## config.mk

```make
export PLATFORM = sky130hd
export DESIGN_NAME = audio_clk_guard
export DESIGN_NICKNAME = d
export VERILOG_FILES = /design/src/rtl/clkmon_pkg.sv /design/src/rtl/clk_presence.sv /design/src/rtl/period_check.sv /design/src/rtl/recover_fsm.sv /design/src/rtl/audio_clk_guard.sv
export SDC_FILE = /design/constraint.sdc
export NUM_CORES = 1
export LEC_CHECK = 0
export ABC_AREA = 0
export BUFFER_PORTS_ARGS = -buffer_cell sky130_fd_sc_hd__buf_2
export CAP_MARGIN = 30
export CORE_UTILIZATION = 60
export DETAILED_ROUTE_END_ITERATION = 8
export PLACE_DENSITY = 0.9
export SKIP_LAST_GASP = 1
export SLEW_MARGIN = 0
export SYNTH_ARGS = -nofsm -noshare
export SYNTH_HDL_FRONTEND = slang
export SYNTH_SLANG_ARGS = --single-unit
```

## constraint.sdc

```tcl
create_clock -name clk -period 3.7 [get_ports clk]
set_input_delay 0.185 -clock clk [delete_from_list [all_inputs] [get_ports clk]]
set_output_delay 0.185 -clock clk [all_outputs]
set_load 0.02 [all_outputs]
```

## src/rtl/clkmon_pkg.sv

```systemverilog
package clkmon_pkg;
  typedef enum logic [1:0] {
    ST_RUN    = 2'd0,
    ST_HOLD   = 2'd1,
    ST_RESYNC = 2'd2,
    ST_GUARD  = 2'd3
  } mon_state_e;

  localparam int NUM_CLKS = 3;
  localparam int IDX_SCK  = 0;
  localparam int IDX_BCK  = 1;
  localparam int IDX_LRCK = 2;
endpackage

```

## src/rtl/clk_presence.sv

```systemverilog
module clk_presence
  import clkmon_pkg::*;
#(
  parameter int SYNC_STAGES = 2,
  parameter int SCK_LIMIT   = 16,
  parameter int BCK_LIMIT   = 64,
  parameter int LRCK_LIMIT  = 4096
) (
  input  logic                clk,
  input  logic                rst,
  input  logic [NUM_CLKS-1:0] clk_sig,
  output logic [NUM_CLKS-1:0] lost,
  output logic                word_rise
);
  localparam int MAX_LIM = (LRCK_LIMIT > BCK_LIMIT) ?
                           ((LRCK_LIMIT > SCK_LIMIT) ? LRCK_LIMIT : SCK_LIMIT) :
                           ((BCK_LIMIT > SCK_LIMIT) ? BCK_LIMIT : SCK_LIMIT);
  localparam int CW = $clog2(MAX_LIM + 1);

  logic [SYNC_STAGES:0] shreg [NUM_CLKS];
  logic [NUM_CLKS-1:0]  edge_q;
  logic [CW-1:0]        quiet [NUM_CLKS];

  for (genvar g = 0; g < NUM_CLKS; g++) begin : g_lane
    localparam int LIM = (g == IDX_SCK) ? SCK_LIMIT :
                         (g == IDX_BCK) ? BCK_LIMIT : LRCK_LIMIT;

    always_ff @(posedge clk) begin
      if (rst) begin
        shreg[g]  <= '0;
        edge_q[g] <= 1'b0;
        quiet[g]  <= '0;
      end else begin
        shreg[g]  <= {shreg[g][SYNC_STAGES-1:0], clk_sig[g]};
        edge_q[g] <= shreg[g][SYNC_STAGES] ^ shreg[g][SYNC_STAGES-1];
        if (edge_q[g])
          quiet[g] <= '0;
        else if (quiet[g] != CW'(LIM))
          quiet[g] <= quiet[g] + 1'b1;
      end
    end

    assign lost[g] = (quiet[g] == CW'(LIM));

    // an observed edge always clears the loss flag of its lane
    a_r2_edge_clears_loss: assert property (@(posedge clk) disable iff (rst)
      edge_q[g] |=> !lost[g]);
    // loss persists until the next edge arrives
    a_r4_loss_sticky: assert property (@(posedge clk) disable iff (rst)
      (lost[g] && !edge_q[g]) |=> lost[g]);
  end

  always_ff @(posedge clk) begin
    if (rst)
      word_rise <= 1'b0;
    else
      word_rise <= !shreg[IDX_LRCK][SYNC_STAGES] && shreg[IDX_LRCK][SYNC_STAGES-1];
  end
endmodule

```

## src/rtl/period_check.sv

```systemverilog
module period_check #(
  parameter int PER_W = 14,
  parameter int TOL   = 4
) (
  input  logic clk,
  input  logic rst,
  input  logic rise,
  input  logic clr,
  output logic frame_ok,
  output logic frame_bad
);
  localparam logic [PER_W-1:0] PMAX = '1;

  logic [PER_W-1:0] span, last_span, diff;
  logic             armed, have_last;

  always_comb begin
    if (span > last_span) diff = span - last_span;
    else                  diff = last_span - span;
  end

  always_ff @(posedge clk) begin
    if (rst) begin
      span      <= '0;
      last_span <= '0;
      armed     <= 1'b0;
      have_last <= 1'b0;
      frame_ok  <= 1'b0;
      frame_bad <= 1'b0;
    end else begin
      frame_ok  <= 1'b0;
      frame_bad <= 1'b0;
      if (rise) begin
        if (armed && !clr && have_last) begin
          if (diff > PER_W'(TOL)) frame_bad <= 1'b1;
          else                    frame_ok  <= 1'b1;
        end
        have_last <= armed && !clr;
        last_span <= span;
        armed     <= 1'b1;
        span      <= PER_W'(1);
      end else begin
        if (clr) begin
          armed     <= 1'b0;
          have_last <= 1'b0;
        end
        if (span != PMAX) span <= span + 1'b1;
      end
    end
  end

  // a verdict is only given once a reference period exists
  a_r3_verdict_needs_ref: assert property (@(posedge clk) disable iff (rst)
    (frame_ok || frame_bad) |-> $past(have_last));
endmodule

```

## src/rtl/recover_fsm.sv

```systemverilog
module recover_fsm
  import clkmon_pkg::*;
#(
  parameter int GUARD_FRAMES  = 3,
  parameter int STABLE_FRAMES = 1
) (
  input  logic clk,
  input  logic rst,
  input  logic any_lost,
  input  logic frame_ok,
  input  logic frame_bad,
  output logic mute_next,
  output logic hold_q,
  output logic mute_q,
  output logic resync_q
);
  localparam int CNT_MAX = (GUARD_FRAMES > STABLE_FRAMES) ? GUARD_FRAMES : STABLE_FRAMES;
  localparam int FW      = $clog2(CNT_MAX + 1);

  mon_state_e state, nxt;
  logic [FW-1:0] fcnt;
  logic          fault;

  assign fault = any_lost || frame_bad;

  always_comb begin
    nxt = state;
    unique case (state)
      ST_RUN:    if (fault) nxt = ST_HOLD;
      ST_HOLD:   if (!fault) nxt = ST_RESYNC;
      ST_RESYNC: if (fault) nxt = ST_HOLD;
                 else if (frame_ok && fcnt == FW'(STABLE_FRAMES - 1)) nxt = ST_GUARD;
      ST_GUARD:  if (fault) nxt = ST_HOLD;
                 else if (frame_ok && fcnt == FW'(GUARD_FRAMES - 1)) nxt = ST_RUN;
      default:   nxt = ST_HOLD;
    endcase
  end

  assign mute_next = (nxt != ST_RUN);

  always_ff @(posedge clk) begin
    if (rst) begin
      state    <= ST_HOLD;
      fcnt     <= '0;
      hold_q   <= 1'b1;
      mute_q   <= 1'b1;
      resync_q <= 1'b0;
    end else begin
      state <= nxt;
      if (nxt != state)
        fcnt <= '0;
      else if (frame_ok && (state == ST_RESYNC || state == ST_GUARD))
        fcnt <= fcnt + 1'b1;
      hold_q   <= (nxt == ST_HOLD) || (nxt == ST_RESYNC);
      mute_q   <= mute_next;
      resync_q <= (state == ST_RESYNC) && (nxt == ST_GUARD);
    end
  end

  a_r2_loss_forces_hold: assert property (@(posedge clk) disable iff (rst)
    any_lost |=> (hold_q && mute_q));
  a_r3_bad_period_holds: assert property (@(posedge clk) disable iff (rst)
    frame_bad |=> hold_q);
  a_r8_hold_implies_mute: assert property (@(posedge clk) disable iff (rst)
    hold_q |-> mute_q);
  a_r5_single_pulse: assert property (@(posedge clk) disable iff (rst)
    resync_q |=> !resync_q);
  a_r5_pulse_releases_hold: assert property (@(posedge clk) disable iff (rst)
    resync_q |-> (!hold_q && mute_q && $past(hold_q)));
  a_r6_count_in_range: assert property (@(posedge clk) disable iff (rst)
    fcnt < FW'(CNT_MAX));
endmodule

```

## src/rtl/audio_clk_guard.sv

```systemverilog
module audio_clk_guard
  import clkmon_pkg::*;
#(
  parameter int DATA_W        = 24,
  parameter int SYNC_STAGES   = 2,
  parameter int SCK_LIMIT     = 16,
  parameter int BCK_LIMIT     = 64,
  parameter int LRCK_LIMIT    = 4096,
  parameter int PER_W         = 14,
  parameter int TOL           = 4,
  parameter int GUARD_FRAMES  = 3,
  parameter int STABLE_FRAMES = 1
) (
  input  logic              clk,
  input  logic              rst,
  input  logic              sck_in,
  input  logic              bck_in,
  input  logic              lrck_in,
  input  logic [DATA_W-1:0] sample_in,
  output logic [DATA_W-1:0] sample_out,
  output logic              hold_o,
  output logic              mute_o,
  output logic              resync_o
);
  logic [NUM_CLKS-1:0] clk_vec, lost;
  logic                word_rise, frame_ok, frame_bad, mute_next;

  assign clk_vec = {lrck_in, bck_in, sck_in};

  clk_presence #(
    .SYNC_STAGES(SYNC_STAGES),
    .SCK_LIMIT  (SCK_LIMIT),
    .BCK_LIMIT  (BCK_LIMIT),
    .LRCK_LIMIT (LRCK_LIMIT)
  ) u_presence (
    .clk      (clk),
    .rst      (rst),
    .clk_sig  (clk_vec),
    .lost     (lost),
    .word_rise(word_rise)
  );

  period_check #(
    .PER_W(PER_W),
    .TOL  (TOL)
  ) u_period (
    .clk      (clk),
    .rst      (rst),
    .rise     (word_rise),
    .clr      (lost[IDX_LRCK]),
    .frame_ok (frame_ok),
    .frame_bad(frame_bad)
  );

  recover_fsm #(
    .GUARD_FRAMES (GUARD_FRAMES),
    .STABLE_FRAMES(STABLE_FRAMES)
  ) u_fsm (
    .clk      (clk),
    .rst      (rst),
    .any_lost (|lost),
    .frame_ok (frame_ok),
    .frame_bad(frame_bad),
    .mute_next(mute_next),
    .hold_q   (hold_o),
    .mute_q   (mute_o),
    .resync_q (resync_o)
  );

  always_ff @(posedge clk) begin
    if (rst)            sample_out <= '0;
    else if (mute_next) sample_out <= '0;
    else                sample_out <= sample_in;
  end

  a_r8_muted_output_zero: assert property (@(posedge clk) disable iff (rst)
    mute_o |-> (sample_out == '0));
  a_r9_passthrough: assert property (@(posedge clk) disable iff (rst)
    (!mute_o && $past(!rst)) |-> (sample_out == $past(sample_in)));
endmodule

```

; Word-level counts from Yosys, hierarchy flattened
; Memory sizes are Yosys's and may differ from the RTL's.
; Cells that the tools add are included.
; Widths: inputs -> output; s select.
[word_totals]
reg_bits = 67
mem_bits_rw = 48
inputBits = 29
out_inout_bits = 27
wordCells = 127
memories = 2
[mem_list]
columns = name, depth, word_bits, rd, rd_ports_with_merged_regs, write_ports, line_no
row1 = u_presence.quiet, 3, 13, 3, 0, 3, clk_presence.sv:22  ; logic [CW-1:0] quiet [NUM_CLKS];
row2 = u_presence.shreg, 3, 3, 3, 0, 3, clk_presence.sv:20  ; logic [SYNC_STAGES:0] shreg [NUM_CLKS];
[op_classes]
n_addsub = 7
order_cmp = 2
eq_ne = 15
mux = 48
bitwise_logic = 14
reduce_logical = 22
[op_table]
columns = operator, n
row1 = $mux 13, 6
row2 = $add 13x1->13 const B, 3
row3 = $mux 1, 31
row4 = $sub 14x14->14, 2
row5 = $add 14x1->14 const B, 1
row6 = $gt 14x14->1, 1
row7 = $gt 14x3->1 const B, 1
row8 = $mux 14, 1
row9 = $ne 14x14->1 const B, 1
row10 = $eq 13x13->1 const B, 1
row11 = $eq 13x5->1 const B, 1
row12 = $eq 13x7->1 const B, 1
row13 = $ne 13x13->1 const B, 1
row14 = $ne 13x5->1 const B, 1
row15 = $ne 13x7->1 const B, 1
row16 = $mux 2, 6
row17 = $eq 2x2->1 const B, 5
row18 = $mux 3, 3
row19 = $or 1x1->1, 9
row20 = $pmux 2 s4, 1
row21 = $logic_and 1x1->1, 7
row22 = $reduce_bool 2->1, 3
row23 = $reduce_or 2->1, 3
row24 = $reduce_or 3->1, 2
row25 = other kinds (8), 16

; Logic depth before layout (Yosys ltp)
; Gate-level depths: netlist of the first run.
; An unclocked memory read counts as a cell.
[logic_depth]
depth_word = 8
ltp_mapped = 13
depth_no_buf = 12

; By module
; A second synthesis of the first run with hierarchy kept.
[unflattened]
hier_cells = 677
hier_area_um2 = 6506.2
[modules_own_cells]
columns = module, instances, cells_per_inst, area_each_um2, seq_area_each_um2
row1 = period_check, 1, 347, 2736.4, 640.6
row2 = clk_presence, 1, 238, 2597.5, 1431.4
row3 = audio_clk_guard, 1, 53, 812.0, 480.5
row4 = recover_fsm, 1, 39, 360.3, 140.1

; Worst setup path after synthesis of the first run
; Ideal clock, no wire load.
[synth_path]
path_type = flip-flop to flip-flop
from = register u_period.span[0]
to = register u_period.frame_ok
setup_time_ps = 60
arrival_time_ps = 2813
t_required_ps = 3640
setup_slack_ps = 828
stages_incl_launch_ff = 14
n_path_buf = 1
period_less_slack_ps = 2872
cell_sequence = dfxtp_1 inv_1 ha_1 fa_1 nor2b_1 o2111ai_1 a211o_1 nand3_2 and2_4 buf_6 o2111ai_1 and3_1 nor4_2 and3b_1
[synth_via]
elab_chain_len = 4
elab_cells_between_ends = 6
classes_between = add/sub (2) / order compare (2) / mux (2)
[synth_lines]
columns = element, line_no
row1 = start: declaration, period_check.sv:14  ; logic [PER_W-1:0] span, last_span, diff;
row2 = start signal: assignment, period_check.sv:47  ; if (span != PMAX) span <= span + 1'b1;
row3 = "$sub 14x14->14, or another cell as far along", period_check.sv:19  ; else diff = last_span - span;
row4 = $mux 14 *, period_check.sv:18  ; if (span > last_span) diff = span - last_span;
row5 = $gt 14x3->1 *, period_check.sv:35  ; if (diff > PER_W'(TOL)) frame_bad <= 1'b1;
row6 = $mux 1 *, period_check.sv:35
row7 = end signal: assignment, period_check.sv:28  ; frame_ok <= 1'b0;
row8 = end signal: assignment, period_check.sv:31  ; frame_ok <= 1'b0;
row9 = end signal: assignment, period_check.sv:36  ; else frame_ok <= 1'b1;
row10 = end: declaration, period_check.sv:9  ; output logic frame_ok,
; Every way passes the cells marked *; elsewhere a longest branch is shown, timed or not.
; A chain may end at the register's enable or synchronous reset.

; Worst setup path after layout of the first run
; Ends and elaborated chain as after synthesis.

==> impl_metrics.tcl, run 1 <==
set metrics [dict create \
    status "finished, final reports clean" \
    synthArstFlopShare_pct 0 \
    n_fill_cell 600 \
    netlist.area_leader.share_pct 24.70 \
    ys_top_cells_by_area "dfxtp_1 (25%), edfxtp_1 (19%), ha_1 (7.9%), nor2_1 (5.6%), xnor2_1 (4.8%)" \
    met2WireLength_um 8106 \
    fp.dieH_um 103.3 \
    cts_made_buffers 17 \
    regArea_um2 2693 \
    rows 36 \
    clk_pin_slew_worst_paths_ns 0.06 \
    r2r_setup_slack_ns 0.39 \
    peakVddDrop_v 0.0004285 \
    grt_pass1_vias 5125 \
    r2r_end "u_period.frame_ok$_SDFF_PP0_" \
    worst_pin_slew_ns 0.9214 \
    power_density_nw_per_um2 453.5 \
    cp.required_ns 4.17 \
    area_delta_synth_final_pct 19.60 \
    stdcell_count 887 \
    finClkSkew_ns 0.01772 \
    power_uw 3342 \
    grt_overflow_total 0 \
    wl_um 16410 \
    final-setup-viol-count 0 \
    synth.avg_cell_area_um2 9.321 \
    cts_buffer_depth 2 \
    die_area_um2 10680 \
    io_buffers 55 \
    post_route_cells_drive_above_1_share_pct 13.00 \
    p_leak_uw 0.003102 \
    criticalPathCategory "register to register" \
    syn_nets 731 \
    ys_seq_area_share_pct 43.70 \
    coreArea_um2 9864 \
    drt-wirelength-per-cell_um 18.49 \
    die_w_um 103.3 \
    drv_cap 0 \
    insertion_delay_ns 0.54 \
    r2r_start "u_period.span[0]$_SDFFE_PP0P_" \
    relSlewSlack_pct 38.01 \
    finalCriticalPeriod_ns 3.305 \
    htreeDepth 4 \
    hold_viol 0 \
    drt_iter0_drc 524 \
    dpl.hpwl_um 9628 \
    synth.distinct_cells 53 \
    setup-tns-final_ns 0 \
    grt_usage_pct 31.75 \
    antenna_found_initial 0 \
    cp.arrival_ns 3.77 \
    synth_edf_count 39 \
    initial_core_util_pct 62.46 \
    dp.cells 827 \
    post_cts_resized 0 \
    multi_input_area_um2 3172 \
    avgViaCountPerCell 5.913 \
    reg2reg_depth 12 \
    clockRootBuffer "clkbuf_8" \
    end_kind "register" \
    crit_fanout 13 \
    finalNetCount 811 \
    cts_tree "done" \
    final_cell_mix "nor2_1 (92), dfxtp_1 (76), buf_2 (55)" \
    synthFlopType "dfxtp_1" \
    num_io_pins 56 \
    route.met3.wl_um 1153 \
    ctsHoldBuffers 27 \
    route.detailed.drc 0 \
    critPathLaunchType "register" \
    grt_pass1_wl_um 25140 \
    hold_end "u_presence.edge_q[0]$_SDFF_PP0_" \
    rsz0062_at_grt "no" \
    ant_nets 0 \
    cts_setup_buffers 0 \
    min_path_type "input pin to register" \
    ys_warn_count 0 \
    dr.max_layer_used "met4" \
    yosysTopAreaCell "dfxtp_1" \
    synthesis.instances 661 \
    layout_commonest_cell "nor2_1" \
    netlist_area_um2 6161 \
    fmax_mhz 302.6 \
    grt_max_degree 42 \
    finalMaxSlewViolations 0 \
    clock-sinks 115 \
    ys_ff_latch 115 \
    num_vias 5245 \
    fin_crit_sh_pct 89.33 \
    wl_met1_um 6399 \
    hp-start "rst" \
    hold_depth 2 \
    antennaDiodeCount 0 \
    drtPass1Iterations 8 \
    place.gp.congestion 0.9733 \
]
## final cells by class
type                    count  share of cell area, %
multi-input cells         475                  43.05
inverters                  48                  2.445
flip-flops and latches    115                  36.54
well taps                 133                  2.258
clock inverters            12                  1.766
clock buffers              20                  6.062
repair buffers             84                  7.879
## cells by family (layout without fill, tap and decap cells)
family	count (synthesis)	count (layout)	synth area share (%)
muxes	22	22	3.777
DFF	115	115	43.70
AOI/OAI and AO/OA	76	76	7.697
and+or+nand+nor	280	280	23.48
adders and majority gates	41	41	8.570
xor gates and xnor gates	56	56	7.961
buffers and inverters	71	164	4.813
## through the flow
stage	hold slack [ns]	util, %	instance area, µm²	setup WS [ns]
3_5_place_dp	0.3869	65.83	6494	0.4673
4_1_cts	0.2308	74.42	7341	0.4397
2_1_floorplan	0.3067	-	6161	0.8275
6_report	0.2439	74.70	7368	0.3948
3_3_place_gp	0.3840	65.75	6486	0.5880
5_1_grt	0.2705	74.70	7368	0.1934
## sequential cells by signal, indices dropped and copies added, names as in the netlist
register              flops
sample_out               24
u_fsm.fcnt                2
u_fsm.hold_q              1
u_fsm.mute_q              1
u_fsm.resync_q            1
u_fsm.state               2
u_period.armed            1
u_period.frame_bad        1
u_period.frame_ok         1
u_period.have_last        1
u_period.last_span       14
u_period.span            14
u_presence.edge_q         3
u_presence.quiet         39
u_presence.shreg          9
u_presence.word_rise      1
## Yosys cell counts (5+ instances only)
master	number
nand4_1	17
a21oi_1	24
nand3_1	34
nor2b_1	16
edfxtp_1	39
and3_1	17
nor4_1	9
inv_1	48
mux2i_1	21
nor2_1	92
nand2b_1	8
xnor2_1	34
clkbuf_1	12
nand2_1	32
and2_1	25
nand3b_1	5
xor2_1	22
o21ai_0	18
or2_2	5
dfxtp_1	76
ha_1	39
## per-layer routing
metal	vias up	track usage, %
met2	272	53.38
met3	61	8.199
met5	-	0
met1	2478	36.32
met4	0	19.61
li1	2434	-
## where the power goes
group	total [µW]	switching (µW)	internal, µW
logic	364	197	167
clock network	1620	622	998
registers	1360	28.5	1330
## worst max path at each step
stage | startpoint | to | depth (start not counted)
finish | u_period.span[0]$_SDFFE_PP0P_ | u_period.frame_ok$_SDFF_PP0_ | 12
global route | u_period.span[0]$_SDFFE_PP0P_ | u_period.frame_ok$_SDFF_PP0_ | 12
CTS | u_period.span[0]$_SDFFE_PP0P_ | u_period.frame_ok$_SDFF_PP0_ | 12
detailed placement | u_period.span[0]$_SDFFE_PP0P_ | u_period.frame_ok$_SDFF_PP0_ | 12
global placement | u_period.span[0]$_SDFFE_PP0P_ | u_period.frame_ok$_SDFF_PP0_ | 12
floorplan | u_period.span[0]$_SDFFE_PP0P_ | u_period.frame_ok$_SDFF_PP0_ | 13
## worst max-delay path, cell delays in order (launching register included)
cell,delay (ns)
dfxtp_1,0.43
inv_1,0.12
ha_1,0.23
fa_1,0.43
nor2b_1,0.18
o2111ai_1,0.18
a211o_1,0.37
nand3_2,0.21
and2_4,0.27
mux2i_1,0.25
xor2_1,0.10
nor4_2,0.28
and3b_1,0.18
(Power assumes the default switching activity.)
==> inputs of run 2 (changes only) <==
Settings changed: CORE_ASPECT_RATIO from default to 2.
==> run 2 against run 1 <==
Count of clock-buffer cells in the layout is 3 lower. Clock skew is 0.0076 ns lower. First-iteration DRC count is 39% lower. Critical path type unchanged. Sequential share of layout area hardly changed. Setup slack worse by 0.16 ns. Non-clock buffer count is 3 lower. Largest power group unchanged. Final cell count is 0.11% lower.
==> impl_metrics.tcl, run 2 (same netlist as run 1, synthesis figures left out) <==
set metrics [dict create \
    clock-sinks 115 \
    crit_fanout 13 \
    antenna_found_initial 0 \
    ant_nets 0 \
    finalCriticalPeriod_ns 3.468 \
    power_density_nw_per_um2 463.4 \
    worst_pin_slew_ns 0.7760 \
    cts_tree "done" \
    r2r_start "u_period.span[0]$_SDFFE_PP0P_" \
    p_leak_uw 0.003108 \
    peakVddDrop_v 0.0003733 \
    layout_commonest_cell "nor2_1" \
    post_route_cells_drive_above_1_share_pct 13.45 \
    grt_overflow_total 0 \
    p_sw_share_pct 26.31 \
    dpl.hpwl_um 10930 \
    critPathLaunch "u_period.span[0]$_SDFFE_PP0P_" \
    relSlewSlack_pct 48.27 \
    htreeDepth 4 \
    fmax_mhz 288.4 \
    die_w_um 73.65 \
    route.detailed.drc 0 \
    num_vias 5178 \
    worst_slack_ns 0.2324 \
    top_register "u_presence.quiet" \
    largest_register_ffs 39 \
    area_delta_synth_final_pct 19.66 \
    post_cts_resized 0 \
    fin_crit_sh_pct 93.72 \
    grt_max_degree 42 \
    final_cell_area_um2 7372 \
    p_int_uw 2517 \
    cp.required_ns 4.06 \
    criticalPathCategory "register to register" \
    min_path_type "input pin to register" \
    utilization_pct 73.58 \
    power_frac_seq_pct 39.7 \
    r2r_setup_slack_ns 0.23 \
    hold_viol 0 \
    status "finished, final reports clean" \
    die_area_um2 10700 \
    drtPass1Iterations 5 \
    finalMaxSlewViolations 0 \
    grt_pass1_wl_um 25110 \
    finalNetCount 808 \
    insertion_delay_ns 0.42 \
    cts_buffer_depth 2 \
    clockPowerShare_pct 49.3 \
    coreArea_um2 10020 \
    final_cell_mix "nor2_1 (92), dfxtp_1 (76), buf_2 (55)" \
    grt_usage_pct 31.32 \
    clk_pin_slew_worst_paths_ns 0.06 \
    wl_um 16200 \
    p_sw_uw 898.9 \
    hp-start "sample_in[11]" \
    num_io_pins 56 \
    cp.arrival_ns 3.83 \
    antennaDiodeCount 0 \
    final-setup-viol-count 0 \
    power_frac_comb_pct 10.9 \
    end_kind "register" \
    avgViaCountPerCell 5.844 \
    rsz0062_at_grt "no" \
    finClkSkew_ns 0.01009 \
    io_buffers 55 \
    cts_made_buffers 17 \
    drt-wirelength-per-cell_um 18.29 \
    setup-tns-final_ns 0 \
    top_regs "u_presence.quiet x39, sample_out x24" \
    hold_depth 2 \
    reg2reg_depth 12 \
    critPathLaunchType "register" \
    fp.dieH_um 145.3 \
    pre_cts_ws_ns 0.4009 \
    initial_core_util_pct 61.49 \
    drt_iter0_drc 320 \
    rows 52 \
    fin_hold_ws_ns 0.02374 \
    clockRootBuffer "clkbuf_16" \
    grt_pass1_vias 5355 \
    place.gp.congestion 0.9447 \
    place_area_um2 6531 \
    drv_cap 0 \
]
-- run 2: cell type report --
| cell class | count | area (µm²) |
|---|---|---|
| Clock inverter | 15 | 185.2 |
| Sequential cell | 115 | 2693 |
| Clock buffer | 17 | 425.4 |
| Timing Repair Buffer | 81 | 548.0 |
| Fill cell | 686 | 2648 |
| Tap cell | 135 | 168.9 |
| Multi-Input combinational cell | 475 | 3172 |
| Inverter | 48 | 180.2 |
-- run 2: worst max-delay path, cell delays in order (launching register included) --
cell       delay (ns)
dfxtp_1          0.44
inv_1            0.13
ha_1             0.23
fa_1             0.45
nor2b_1          0.17
o2111ai_1        0.18
a211o_1          0.38
nand3_2          0.22
and2_4           0.28
mux2i_1          0.32
xnor2_1          0.13
nor4_2           0.26
and3b_1          0.20
-- run 2: final timing paths --
kind,endpoint
worst max-delay path,u_period.frame_ok$_SDFF_PP0_
worst min-delay path,sample_out[11]$_SDFF_PP0_
worst max register to register,u_period.frame_ok$_SDFF_PP0_
worst min register to register,u_presence.shreg[0][1]$_SDFF_PP0_
-- run 2: timing repair --
item	4_1_cts	5_1_grt
hold buffers	23	0
hold endpoints to repair	23	0
endpoints found under the setup margin	0	0
buffers inserted	0	0
-- run 2: per-stage QoR --
stage,total power (µW),std cells
after floorplan,1633,661
after global placement,1707,830
after detailed placement,1718,831
after CTS,3420,886
after global routing,3510,886
final,3416,886
-- run 2: power by group through the flow --
stage	registers, µW	logic (µW)	clock network (µW)
floorplan	1390	246	0
global placement	1380	325	0
detailed placement	1380	335	0
CTS	1360	361	1700
global route	1360	399	1750
finish	1360	374	1680
-- run 2: layer usage --
metal  up-vias  track usage, %  share of wire (%)
met1      2450           27.27                 33
li1       2433               -                  -
met4         0           27.12                8.4
met5         -               0                  0
met2       197           56.88                 55
met3        98           6.181                3.3
